`src/rtl/uart_txq_pkg.sv`:
```
package uart_txq_pkg;
  localparam int BW = 8;
  localparam logic [1:0] A_STAT  = 2'd0;
  localparam logic [1:0] A_DATA  = 2'd1;
  localparam logic [1:0] A_WATER = 2'd2;
  localparam logic [1:0] A_CTRL  = 2'd3;
  localparam int B_EN    = 0;
  localparam int B_FLUSH = 4;
  localparam int B_IE_LW = 5;
  localparam int B_IE_TC = 6;

  // depth in words for an enable bit and size code, clipped to 2**aw
  function automatic int unsigned depth_sel(logic en, logic [2:0] code, int unsigned aw);
    int unsigned sh;
    if (!en || code == 3'd0) return 1;
    sh = int'(code) + 1;
    if (sh > aw) sh = aw;
    return 32'd1 << sh;
  endfunction
endpackage

```
`src/rtl/txq_store.sv`:
```
module txq_store #(
  parameter int WORD_W    = 8,
  parameter int MAX_DEPTH = 128
) (
  input  logic                        clk,
  input  logic                        rst,
  input  logic [$clog2(MAX_DEPTH):0]  depth,
  input  logic                        push,
  input  logic [WORD_W-1:0]           push_data,
  input  logic                        pop_req,
  input  logic                        flush,
  output logic [$clog2(MAX_DEPTH):0]  cnt,
  output logic [$clog2(MAX_DEPTH):0]  cnt_next,
  output logic                        full,
  output logic                        pop_ok,
  output logic [WORD_W-1:0]           head
);
  localparam int AW = $clog2(MAX_DEPTH);
  localparam int CW = AW + 1;

  logic [WORD_W-1:0] mem [MAX_DEPTH];
  logic [AW-1:0]     wr_ptr, rd_ptr;
  logic [CW-1:0]     cnt_q;
  logic              push_ok;

  function automatic logic [AW-1:0] step_ptr(logic [AW-1:0] p, logic [CW-1:0] d);
    return (CW'(p) == d - CW'(1)) ? '0 : p + AW'(1);
  endfunction

  assign full     = (cnt_q == depth);
  assign push_ok  = push & ~full & ~flush;
  assign pop_ok   = pop_req & (cnt_q != '0) & ~flush;
  assign cnt_next = flush ? '0 : cnt_q + CW'(push_ok) - CW'(pop_ok);

  always_ff @(posedge clk) begin
    if (rst) begin
      wr_ptr <= '0;
      rd_ptr <= '0;
      cnt_q  <= '0;
    end else begin
      cnt_q <= cnt_next;
      if (flush) begin
        wr_ptr <= '0;
        rd_ptr <= '0;
      end else begin
        if (push_ok) wr_ptr <= step_ptr(wr_ptr, depth);
        if (pop_ok)  rd_ptr <= step_ptr(rd_ptr, depth);
      end
    end
  end

  // storage without reset so it maps onto RAM
  always_ff @(posedge clk) begin
    if (push_ok) mem[wr_ptr] <= push_data;
  end

  assign head = mem[rd_ptr];
  assign cnt  = cnt_q;

  AST_CNT_BOUND: assert property (@(posedge clk) disable iff (rst)
    cnt_q <= depth);
  AST_FULL_DROP: assert property (@(posedge clk) disable iff (rst)
    (push && full && !pop_ok) |=> cnt_q == $past(cnt_q));
  AST_FLUSH_EMPTY: assert property (@(posedge clk) disable iff (rst)
    flush |=> cnt_q == '0);
endmodule

```
`src/rtl/txq_flags.sv`:
```
module txq_flags #(
  parameter int CW = 8,
  parameter int WW = 8
) (
  input  logic          clk,
  input  logic          rst,
  input  logic [CW-1:0] cnt,
  input  logic [CW-1:0] cnt_next,
  input  logic [CW-1:0] depth,
  input  logic [WW-1:0] water,
  input  logic          stat_rd,
  input  logic          data_wr,
  input  logic          pop,
  input  logic          tx_busy,
  input  logic          ovf_set,
  input  logic          ovf_clr,
  input  logic          ie_lw,
  input  logic          ie_tc,
  output logic          lwf,
  output logic          tcf,
  output logic          ovf,
  output logic          irq
);
  localparam int MW = (CW > WW) ? CW : WW;

  logic armed_q, water_bad, below_n, clr;

  assign water_bad = MW'(water) >= MW'(depth);
  assign below_n   = water_bad | (MW'(cnt_next) <= MW'(water));
  assign clr       = data_wr & armed_q;

  always_ff @(posedge clk) begin
    if (rst) begin
      lwf     <= 1'b1;
      tcf     <= 1'b1;
      ovf     <= 1'b0;
      armed_q <= 1'b0;
      irq     <= 1'b0;
    end else begin
      lwf <= (lwf & ~clr) | below_n;
      if (data_wr)            armed_q <= 1'b0;
      else if (stat_rd && lwf) armed_q <= 1'b1;
      tcf <= (cnt_next == '0) & ~tx_busy & ~pop;
      ovf <= (ovf & ~ovf_clr) | ovf_set;
      irq <= (lwf & ie_lw) | (tcf & ie_tc);
    end
  end

  AST_LWF_AT_LOW: assert property (@(posedge clk) disable iff (rst)
    ((MW'(cnt) <= MW'(water) || MW'(water) >= MW'(depth)) && $stable(water) && $stable(depth))
      |-> lwf);
  AST_LWF_STICKY: assert property (@(posedge clk) disable iff (rst)
    (lwf && !(data_wr && armed_q)) |=> lwf);
  AST_LWF_CLR_ARMED: assert property (@(posedge clk) disable iff (rst)
    $fell(lwf) |-> $past(data_wr && armed_q));
  AST_TCF_EMPTY: assert property (@(posedge clk) disable iff (rst)
    tcf |-> cnt == '0);
  AST_OVF_STICKY: assert property (@(posedge clk) disable iff (rst)
    (ovf && !ovf_clr) |=> ovf);
endmodule

```
`src/rtl/uart_txq_wm.sv`:
```
module uart_txq_wm
  import uart_txq_pkg::*;
#(
  parameter int MAX_DEPTH = 128
) (
  input  logic          clk,
  input  logic          rst,
  input  logic          bus_sel,
  input  logic          bus_we,
  input  logic [1:0]    bus_addr,
  input  logic [BW-1:0] bus_wdata,
  output logic [BW-1:0] bus_rdata,
  output logic [BW-1:0] tx_data,
  output logic          tx_valid,
  input  logic          tx_ready,
  input  logic          tx_busy,
  output logic          irq
);
  localparam int AW = $clog2(MAX_DEPTH);
  localparam int CW = AW + 1;

  logic [BW-1:0] water_q, rdata_q;
  logic          en_q, ie_lw_q, ie_tc_q;
  logic [2:0]    size_q;
  logic          wr, rd, stat_rd, data_wr, water_wr, ctrl_wr, ovf_clr;
  logic          cfg_change, flush, full, pop_ok;
  logic [CW-1:0] depth, cnt, cnt_next;
  logic          lwf, tcf, ovf;

  assign wr       = bus_sel & bus_we;
  assign rd       = bus_sel & ~bus_we;
  assign stat_rd  = rd & (bus_addr == A_STAT);
  assign data_wr  = wr & (bus_addr == A_DATA);
  assign water_wr = wr & (bus_addr == A_WATER);
  assign ctrl_wr  = wr & (bus_addr == A_CTRL);
  assign ovf_clr  = wr & (bus_addr == A_STAT) & bus_wdata[0];

  assign cfg_change = (bus_wdata[B_EN] != en_q) || (bus_wdata[3:1] != size_q);
  assign flush      = ctrl_wr & (bus_wdata[B_FLUSH] | cfg_change);
  assign depth      = CW'(depth_sel(en_q, size_q, AW));

  always_ff @(posedge clk) begin
    if (rst) begin
      water_q <= '0;
      en_q    <= 1'b0;
      size_q  <= '0;
      ie_lw_q <= 1'b0;
      ie_tc_q <= 1'b0;
      rdata_q <= '0;
    end else begin
      if (water_wr) water_q <= bus_wdata;
      if (ctrl_wr) begin
        en_q    <= bus_wdata[B_EN];
        size_q  <= bus_wdata[3:1];
        ie_lw_q <= bus_wdata[B_IE_LW];
        ie_tc_q <= bus_wdata[B_IE_TC];
      end
      if (rd) begin
        unique case (bus_addr)
          A_STAT:  rdata_q <= {lwf, tcf, 5'b0, ovf};
          A_WATER: rdata_q <= water_q;
          A_CTRL:  rdata_q <= {1'b0, ie_tc_q, ie_lw_q, 1'b0, size_q, en_q};
          default: rdata_q <= '0;
        endcase
      end
    end
  end

  txq_store #(.WORD_W(BW), .MAX_DEPTH(MAX_DEPTH)) u_store (
    .clk, .rst, .depth,
    .push(data_wr), .push_data(bus_wdata),
    .pop_req(tx_ready), .flush,
    .cnt, .cnt_next, .full, .pop_ok, .head(tx_data)
  );

  txq_flags #(.CW(CW), .WW(BW)) u_flags (
    .clk, .rst, .cnt, .cnt_next, .depth, .water(water_q),
    .stat_rd, .data_wr, .pop(pop_ok), .tx_busy,
    .ovf_set(data_wr & full), .ovf_clr,
    .ie_lw(ie_lw_q), .ie_tc(ie_tc_q),
    .lwf, .tcf, .ovf, .irq
  );

  assign tx_valid  = (cnt != '0);
  assign bus_rdata = rdata_q;

  AST_POP_ORDER: assert property (@(posedge clk) disable iff (rst)
    (tx_valid && tx_ready && !flush) |=> cnt == $past(cnt) - CW'(1) + CW'($past(data_wr && !full)));
endmodule

```
`config.mk`:
```
export PLATFORM = sky130hd
export DESIGN_NAME = uart_txq_wm
export DESIGN_NICKNAME = d
export VERILOG_FILES = /design/src/rtl/uart_txq_pkg.sv /design/src/rtl/txq_store.sv /design/src/rtl/txq_flags.sv /design/src/rtl/uart_txq_wm.sv
export SDC_FILE = /design/constraint.sdc
export NUM_CORES = 1
export LEC_CHECK = 0
export BUFFER_PORTS_ARGS = -buffer_cell sky130_fd_sc_hd__buf_4
export CAP_MARGIN = 20
export CORE_MARGIN = 3
export CORE_UTILIZATION = 48
export CTS_CLUSTER_SIZE = 10
export DETAILED_ROUTE_END_ITERATION = 12
export GPL_TIMING_DRIVEN = 0
export HOLD_SLACK_MARGIN = 0.05
export MAX_ROUTING_LAYER = met4
export SLEW_MARGIN = 20
export SYNTH_ARGS = -nofsm -noshare
export SYNTH_HDL_FRONTEND = slang
export SYNTH_HIERARCHICAL = 1
export SYNTH_SLANG_ARGS = --single-unit
```
`constraint.sdc`:
```
create_clock -name clk -period 7.1 [get_ports clk]
set_input_delay 0.355 -clock clk [delete_from_list [all_inputs] [get_ports clk]]
set_output_delay 0.355 -clock clk [all_outputs]
set_load 0.02 [all_outputs]
```
After elaboration in Yosys (flattened, before gate mapping)
Memories as Yosys holds them, arrays and structs flattened. A register that Yosys moved wholly into a read port is not among the register bits.
Cells that the tools add are included.
Storage, ports and cells
  output and inout port bits: 18
  memory bits (writable): 1024
  memories: 1
  flip-flop bits (word level): 49
  input bits: 16
  word-level logic and storage cells: 89
Cells by class
  equality and inequality tests: 8
  reductions and logical operators: 10
  multiplexer cells: 13
  bitwise logic cells: 33
  add/sub/neg operators: 6
  shift operators: 1
  $lt $le $gt $ge: 3
Memory list
  u_store.mem: depth 128, bits a word 8, rd ports 1, clocked after memory_dff 1, wr ports 1, RTL line txq_store.sv:21  | logic [WORD_W-1:0] mem [MAX_DEPTH];
Operators by type and width (number)
  $mux W32: 1
  $shl A1 B32 Y8 const A: 1
  $mux W7: 4
  $pmux W8 S3: 1
  $and A1 B1 Y1: 21
  $eq A7 B8 Y1: 2
  $mux W8: 2
  $add A7 B1 Y7 const B: 2
  $add A8 B1 Y8: 1
  $eq A8 B8 Y1: 1
  $ge A8 B8 Y1: 1
  $le A8 B8 Y1: 1
  $logic_not A8 Y1: 1
  $reduce_bool A8 Y1: 1
  $sub A8 B1 Y8: 1
  $sub A8 B1 Y8 const B: 1
  $not A1 Y1: 7
  $or A1 B1 Y1: 5
  $add A3 B1 Y4 const B: 1
  $eq A2 B2 Y1 const B: 2
  $gt A4 B3 Y1 const B: 1
  $mux W1: 4
  $mux W4: 1
  $reduce_or A2 Y1: 2
  other kinds (8): 9

Longest topological paths before layout
Gate-level depths: netlist of run 1.
  word-level depth: 16
  mapped depth: 26
  mapped depth without buffers: 24

Hierarchy
The synthesis of run 1 kept the hierarchy.
By module, submodules not included
  txq_store: area an instance 41315.9 um2, times used 1, seq. area each 31330.0 um2, cells each 2074
  uart_txq_wm: area an instance 1198.6 um2, times used 1, seq. area each 440.4 um2, cells each 142
  txq_flags: area an instance 570.5 um2, times used 1, seq. area each 100.1 um2, cells each 71

Least setup slack after synthesis of run 1
OpenSTA, ideal clock, no wires.
  kind: reg-to-reg
  from: register size_q[0]
  to: register u_flags.lwf
  data required time: 6970 ps
  stages on the path, launching flop included: 25
  path slack: 2057 ps
  period minus slack after synthesis: 5043 ps
  data arrival time: 4913 ps
  setup time: 130 ps
  path buffers: 1
  path through: dfxtp_1 -> buf_2 -> inv_1 -> ha_1 -> nor2_1 -> a22oi_1 -> nor3b_1 -> xor2_1 -> nor4_1 -> a21oi_2 -> inv_2 -> ha_1 -> inv_1 -> ha_1 -> a21o_1 -> a21oi_1 -> o21bai_1 -> a2111o_1 -> and3_1 -> o21ba_2 -> ha_1 -> nand4_1 -> nor2_1 -> a211oi_2 -> o221ai_2
Between the ends
  longest elaborated chain between the ends: 16
  elaborated cells on any way between the ends: 27
  classes of those cells: add/sub (3); order compare (3); eq/ne (2); shift (1); mux (6); bitwise (9); reduce/logical (3)
RTL lines
  start, declared: RTL line uart_txq_wm.sv:24  | logic [2:0] size_q;
  start signal, assigned: RTL line uart_txq_wm.sv:54  | size_q <= bus_wdata[3:1];
  $add A3 B1 Y4: RTL line uart_txq_pkg.sv:16  | sh = int'(code) + 1;
  $gt A4 B3 Y1: RTL line uart_txq_pkg.sv:17  | if (sh > aw) sh = aw;
  $mux W4: RTL line uart_txq_pkg.sv:17
  $mux W32: RTL line uart_txq_pkg.sv:16
  $shl A1 B32 Y8: RTL line uart_txq_pkg.sv:18  | return 32'd1 << sh;
  $mux W8 *: RTL line uart_txq_pkg.sv:16
  net depth[3]: RTL line uart_txq_wm.sv:27  | logic [CW-1:0] depth, cnt, cnt_next;
  $eq A8 B8 Y1 *: RTL line txq_store.sv:30  | assign full = (cnt_q == depth);
  $not A1 Y1 *: RTL line txq_store.sv:31  | assign push_ok = push & ~full & ~flush;
  $and A1 B1 Y1 * (2 in a row): RTL line txq_store.sv:31
  $add A8 B1 Y8 *: RTL line txq_store.sv:33  | assign cnt_next = flush ? '0 : cnt_q + CW'(push_ok) - CW'(pop_ok);
  $sub A8 B1 Y8 *: RTL line txq_store.sv:33
  $mux W8 *: RTL line txq_store.sv:33
  net cnt_next[7]: RTL line uart_txq_wm.sv:27
  $le A8 B8 Y1 *: RTL line txq_flags.sv:29  | assign below_n = water_bad | (MW'(cnt_next) <= MW'(water));
  $or A1 B1 Y1 *: RTL line txq_flags.sv:29
  $or A1 B1 Y1 *: RTL line txq_flags.sv:40  | lwf <= (lwf & ~clr) | below_n;
  end signal, assigned: RTL line txq_flags.sv:40
  end, declared: RTL line txq_flags.sv:19  | output logic lwf,
The timed path passes the listed nets; every way through them passes the cells marked *. The select of a mux whose other input is x is not followed.
A chain may end at the register's enable or synchronous reset.

Worst setup path after layout of run 1
Ends and elaborated chain as after synthesis.

==> impl_metrics.ini, run 1 <==
[synth]
synth_top_area_cell = edfxtp_1
ys.flop_type = edfxtp_1
synth.ff_latch_count = 1080
synth_xor_area_share_pct = 1.00
async_reset_ff_share_pct = 0
synth-simple-area-share_pct = 3.75
synth_edf_count = 1024
ys_seq_area_share_pct = 74.0
netlist_instances = 2287
synth.top_cells.by_area = edfxtp_1 71%, mux4_2 10%, dfxtp_1 2.6%
synth_top_family_by_area = multiplexers
syn_area_mm2 = 0.0431
synth_top_area_share_pct = 71.4
ys_warn_count = 6
synth_compound_area_share_pct = 5.08
syn_nets = 2337
syn_avg_cell_area_um2 = 18.8
ys_types = 75
muxShareOfSynthArea_pct = 13.4
synthAdderAreaFrac_pct = 1.00

[routing]
viasPerCell = 6.18
drt-initial-drc-count = 2418
route.vias.total = 22600
ant_nets = 0
first_pass_iters = 6
wire_per_inst_um = 29.7
drc = 0
totalWireLength_um = 109000

[worst_setup_path]
cp_slowest_stage_delay_ns = 0.79
end_kind = flip-flop
slowest_stage = nor3b_1
ff2ff_setup_slack_ns = 1.16
start_kind = flip-flop
crit_arrival_ns = 6.47
worst_path_most_repeated_cell = ha_1
critical_path.top_delay_family = compound AO/OA/AOI/OAI gates
critPathMaxFanout = 8
critPathKind = reg2reg
cp_cell_sequence = buf_2 > inv_1 > ha_1 > nor2_1 > a22oi_1 > nor3b_1 > xor2_1 > nor4_1 > a21oi_2 > inv_2 > ha_1 > inv_1 > ha_1 > a21o_1 > a21oi_1 > o21bai_1 > a2111o_1 > and3_1 > o21ba_2 > ha_1 > nand4_1 > nor2_1 > a211oi_2 > o221ai_2
path_buf_inv = 4
cp.required_ns = 7.63

[clocking]
tritoncts = built
ctsLongestPathBuffers = 3
cts.sinks = 1080
cts_buffers = 119
h-tree-depth = 3
cts_setup_buffers = 0
clk_pin_slew_worst_paths_ns = 0.05
root_buffer = clkbuf_16
clock_latency_ns = 0.70

[placed_design]
place_congestion = 0.882
postPlaceCellArea_mm2 = 0.0449
hpwl_um = 70000
io_buffers = 31

[global_route]
grt_usage_pct = 24.0
grt_pass1_vias = 22600
grt_pass1_wl_um = 158000
grt_antenna_before_repair = 1
grt_start_max_net_pins = 133
overflow = 0

[min_path]
hold_path.class = in2reg

[power]
ir_worst_vdd_v = 0.000241
leakagePower_nw = 14.8
p_switching_mw = 3.30
power_frac_seq_pct = 50.1
combPwrFrac_pct = 11.6
sw_frac_of_total_pct = 23.5
clkPwrFrac_pct = 38.3
power_density_mw_per_mm2 = 291
intPower_mw = 10.7

[floorplan]
die-area_mm2 = 0.0934
ioPinCount = 34
placementRows = 109
die_x_um = 306
core_mm2 = 0.0886
start_util_pct = 48.6
die_h_um = 306

[timing]
tightestPinTransition_ns = 1.28
min_period_ns = 5.94
rsz0062_at_grt = no
period_share_pct = 83.7
fin_tns_setup_ns = 0
fin_skew_ns = 0.0543
hold_viol_final = 0
relSlewSlack_pct = 14.7
maxSlewViolCount = 0
setup_viol = 0
max_freq_ghz = 0.168

[finish]
nets = 2496
final.fill_count = 6823
layout-drive-gt1-share_pct = 20.7
synthToLayoutAreaGrowth_pct = 12.1
n_antenna_cell = 0
finish.instance_area_mm2 = 0.0483

[flow_run]
maxCapViolations = 0

[status]
outcome = completed
-- stage by stage --
| step | hold slack [ns] | setup WS, ns | instances | utilization [%] | power (mW) |
|---|---|---|---|---|---|
| global route | 0.0684 | 0.766 | 3654 | 54.5 | 14.5 |
| floorplan | 0.424 | 2.06 | 2287 | - | 8.25 |
| detailed placement | 0.449 | 1.27 | 3487 | 50.7 | 8.79 |
| finish | 0.0779 | 1.16 | 3654 | 54.5 | 14.0 |
| global placement | 0.454 | 1.30 | 3483 | 50.5 | 8.76 |
| CTS | 0.0563 | 1.23 | 3653 | 54.4 | 14.2 |
-- cells in the final DEF, fill, tap and decap left out, drive strengths merged, types with 4 or more instances in the layout --
cell type and n:
edfxtp 1024, clkbuf 209, mux4 192, nor2 185, buf 111, a22oi 91, mux2i 71, mux2 67
dfxtp 56, nand2 49, a21oi 49, inv 36, o21ai 34, ha 33, o221ai 25, o22ai 24
xor2 23, xnor2 22, a221o 16, a22o 16, a221oi 16, nor3 15, nor2b 14, nand3 10
nand4 10, nor4 7, nand2b 7, and2 7, nor3b 7, clkinv 7, and4b 4, nand3b 4
-- power groups by stage --
stage	combinational, mW	clock (mW)	sequential, mW
6_report	1.63	5.38	7.03
3_5_place_dp	1.63	0	7.16
5_1_grt	1.77	5.75	7.03
3_3_place_gp	1.60	0	7.16
2_1_floorplan	1.10	0	7.15
4_1_cts	1.64	5.50	7.03
-- cell families after synthesis --
logic type | count (synthesis)
buffers and inverters | 163
flip-flops | 1080
AO/OA/AOI/OAI | 294
AND/OR/NAND/NOR | 340
XOR/XNOR | 46
multiplexers | 330
adder cells (fa/ha/maj) | 34
-- worst reg2reg max path: cells and delay by family (launching register included) --
kind,cells,cell delay [ns]
xor+xnor,1,0.16
flops,1,0.36
fa+ha+maj,4,0.98
simple gates,6,1.87
compound gates,9,1.90
buf+inv,4,0.57
-- routing by layer --
layer | wire length (um) | vias up | global-route usage, %
li1 | - | 9567 | -
met1 | 45500 | 11900 | 33.3
met2 | 52600 | 943 | 37.8
met3 | 7530 | 189 | 3.48
met4 | 3010 | 0 | 6.60
met5 | 0 | - | -
-- cell type report --
class                           instances  area, um^2  area share, %
Multi-Input combinational cell       1044       10500           21.7
Clock inverter                          9         184          0.381
Sequential cell                      1080       31900           66.0
Buffer                                129         632           1.31
Timing Repair Buffer                   38         423          0.876
Inverter                               34         128          0.264
Tap cell                             1165        1460           3.02
Clock buffer                          155        3130           6.49
-- final timing paths --
check | start | cells after the start | endpoint
hold / removal | bus_wdata[4] | 1 | u_store/mem[93][4]$_DFFE_PP_
setup / recovery | size_q[0]$_SDFFE_PP0P_ | 24 | u_flags/lwf$_SDFF_PP1_
setup reg to reg | size_q[0]$_SDFFE_PP0P_ | 24 | u_flags/lwf$_SDFF_PP1_
hold reg to reg | bus_rdata[5]$_SDFFE_PP0P_ | 2 | bus_rdata[5]$_SDFFE_PP0P_
-- what timing repair did --
| item | in CTS | in global routing |
|---|---|---|
| hold buffers | 2 | 0 |
| endpoints found under the hold margin | 17 | 0 |
| resized for setup | 0 | 0 |
-- sequential cells by signal, indices dropped and copies added (netlist names), named ones only --
signal           count
u_store/mem       1024
bus_rdata            8
u_store/cnt          8
water_q              8
u_store/rd_ptr       7
u_store/wr_ptr       7
size_q               3
en_q                 1
ie_lw_q              1
ie_tc_q              1
u_flags/armed_q      1
u_flags/irq          1
u_flags/lwf          1
u_flags/ovf          1
u_flags/tcf          1
-- synthesized netlist by cell type, types with 48 or more instances --
library cell	number
dfxtp_1	56
nand2_1	48
clkbuf_1	53
mux2_2	65
buf_2	52
mux2i_1	71
mux4_2	192
nor2_1	184
a22oi_1	90
a21oi_1	48
edfxtp_1	1024
(Power assumes the default switching activity.)
==> inputs of run 2 (changes only) <==
--- a/config.mk
+++ b/config.mk
@@ -5,6 +5,7 @@
 export SDC_FILE = /design/constraint.sdc
 export NUM_CORES = 1
 export LEC_CHECK = 0
+export ABC_AREA = 1
 export BUFFER_PORTS_ARGS = -buffer_cell sky130_fd_sc_hd__buf_4
 export CAP_MARGIN = 20
 export CORE_MARGIN = 3
==> constraint.sdc (replaced) <==
create_clock -name clk -period 5.6 [get_ports clk]
set_input_delay 0.28 -clock clk [delete_from_list [all_inputs] [get_ports clk]]
set_output_delay 0.28 -clock clk [all_outputs]
set_load 0.02 [all_outputs]
==> run 2 against run 1 <==
Cell area rose by 6.4%. Setup slack worse by 0.60 ns. Via count rose by 43%. Non-clock buffer count is 132 higher. Sequential power increased by 27%. Clock power grew 29%. Synthesized cell count is 80% higher.
==> impl_metrics.ini, run 2 <==
[status]
outcome = completed

[synth]
synthTopCellsByCount = 1355 x nand2_1, 1024 x edfxtp_1, 961 x nand3_1, 221 x nor2_1, 130 x buf_2
ys.flop_type = edfxtp_1
synth.most_common_cell = nand2_1
netlist_instances = 4128
ys_seq_area_share_pct = 69.7
syn_area_mm2 = 0.0457
ys_types = 40
async_reset_ff_share_pct = 0
synth.ff_latch_count = 1080
syn_avg_cell_area_um2 = 11.1
synth.top_cells.by_area = edfxtp_1 67%, nand2_1 11%, nand3_1 11%
synth_top_area_cell = edfxtp_1
synth_edf_count = 1024
ys_warn_count = 6
synth_top_area_share_pct = 67.2
syn_nets = 4178

[timing]
hold_viol_final = 0
setup_slack_ns = 0.559
maxSlewViolCount = 0
relSlewSlack_pct = 25.6
tightestPinTransition_ns = 1.11
fin_tns_setup_ns = 0
fin_skew_ns = 0.0329
min_period_ns = 5.04
rsz0062_at_grt = no
max_freq_ghz = 0.198
period_share_pct = 90.0
setup_viol = 0

[finish]
multi_input_area_mm2 = 0.0121
largest_reg_flops = 1024
mostFrequentLayoutCells = 1355 x nand2_1, 1024 x edfxtp_1, 961 x nand3_1
nets = 4361
final_common_cell = nand2_1
seq_area_mm2 = 0.0319
synthToLayoutAreaGrowth_pct = 12.3
top_register = u_store/mem
final.fill_count = 8030
layout-drive-gt1-share_pct = 9.28
final_util_pct = 54.7

[global_route]
overflow = 0
grt_start_max_net_pins = 97
grt_pass1_wl_um = 204000
grt_antenna_before_repair = 2
grt_pass1_vias = 30400
grt_usage_pct = 29.4

[flow_run]
maxCapViolations = 0

[routing]
totalWireLength_um = 142000
drc = 0
route.vias.total = 32300
first_pass_iters = 6
drt-initial-drc-count = 3601
ant_nets = 0
viasPerCell = 5.77
wire_per_inst_um = 25.3

[floorplan]
placementRows = 112
die_h_um = 315
die_x_um = 315
core_mm2 = 0.0939
ioPinCount = 34
start_util_pct = 48.7
die-area_mm2 = 0.0990

[clocking]
cts.sinks = 1080
tritoncts = built
clock_latency_ns = 0.71
clk_pin_slew_worst_paths_ns = 0.06
ctsLongestPathBuffers = 3
cts_buffers = 120
cts_setup_buffers = 0
root_buffer = clkbuf_16
h-tree-depth = 3

[power]
leakagePower_nw = 18.6
power_density_mw_per_mm2 = 390
ir_worst_vdd_v = 0.000254

[worst_setup_path]
cp.required_ns = 6.25
critPathKind = reg2reg
start_kind = flip-flop
crit_arrival_ns = 5.69
end_kind = flip-flop
cp_slowest_stage_delay_ns = 0.55
ff2ff_setup_slack_ns = 0.56
critPathMaxFanout = 6
slowest_stage = dlygate4sd3_1

[min_path]
hold_path.class = in2reg

[placed_design]
pre_cts_ws_ns = 0.277
hpwl_um = 96500
io_buffers = 32
place_congestion = 0.986
## run 2: cells by family (layout without fill, tap and decap cells)
family	count (synthesis)	after routing	synth area share (%)
DFF	1080	1080	69.7
adders and majority gates	34	34	0.947
buffers and inverters	350	575	3.92
AOI/OAI and AO/OA	58	58	0.676
and+or+nand+nor	2588	2588	24.4
other	0	1	0
xor gates and xnor gates	18	18	0.345
## run 2: layout make-up
class	count	area share, %
Multi-Input combinational cell	2698	23.6
Clock inverter	11	0.246
Clock buffer	153	6.19
Timing Repair Buffer	61	1.37
Sequential cell	1080	62.1
Buffer	238	2.65
Inverter	112	0.850
Tap cell	1254	3.06
Antenna cell	1	0.00487
## run 2: report_power, final
part	total (mW)	switching, mW	internal, mW
combinational	4.20	3.00	1.21
clock	6.92	2.97	3.95
sequential	8.92	0.0432	8.88
## run 2: worst max-delay path: cells and delay by family (launching register included)
family	cells	cell delay, ns
simple gates	15	1.76
fa+ha+maj	4	1.00
flops	1	0.42
buf+inv	8	1.04
compound gates	4	0.77
## run 2: per-stage QoR
step,std cells,cell area [um^2],hold slack [ns],total power [mW]
floorplan,4128,45700,0.349,11.6
global placement,5414,47500,0.456,13.1
detailed placement,5425,47800,0.460,13.2
CTS,5606,51300,0.0596,20.1
global route,5608,51400,0.0706,20.8
finish,5608,51400,0.0728,20.0
## run 2: repair_timing
item                       4_1_cts  5_1_grt
setup endpoints to repair        0        2
hold buffers                    17        0
hold endpoints to repair       256        0
resized for setup                0       11
## run 2: path summary, 6_finish.rpt
path / startpoint / endpoint / cells past startpoint
max: size_q[1]$_SDFFE_PP0P_ / u_flags/tcf$_SDFF_PP1_ / 31
min: bus_wdata[1] / u_store/mem[111][1]$_DFFE_PP_ / 1
max reg2reg: size_q[1]$_SDFFE_PP0P_ / u_flags/tcf$_SDFF_PP1_ / 31
min reg2reg: bus_rdata[1]$_SDFFE_PP0P_ / bus_rdata[1]$_SDFFE_PP0P_ / 2
## run 2: per-layer routing
metal	vias to the layer above	routed length, um	global-route usage [%]
met5	-	0	-
met4	0	6460	11.8
met3	275	12800	4.27
met2	1547	64700	44.8
met1	15800	57800	40.1
li1	14700	-	-
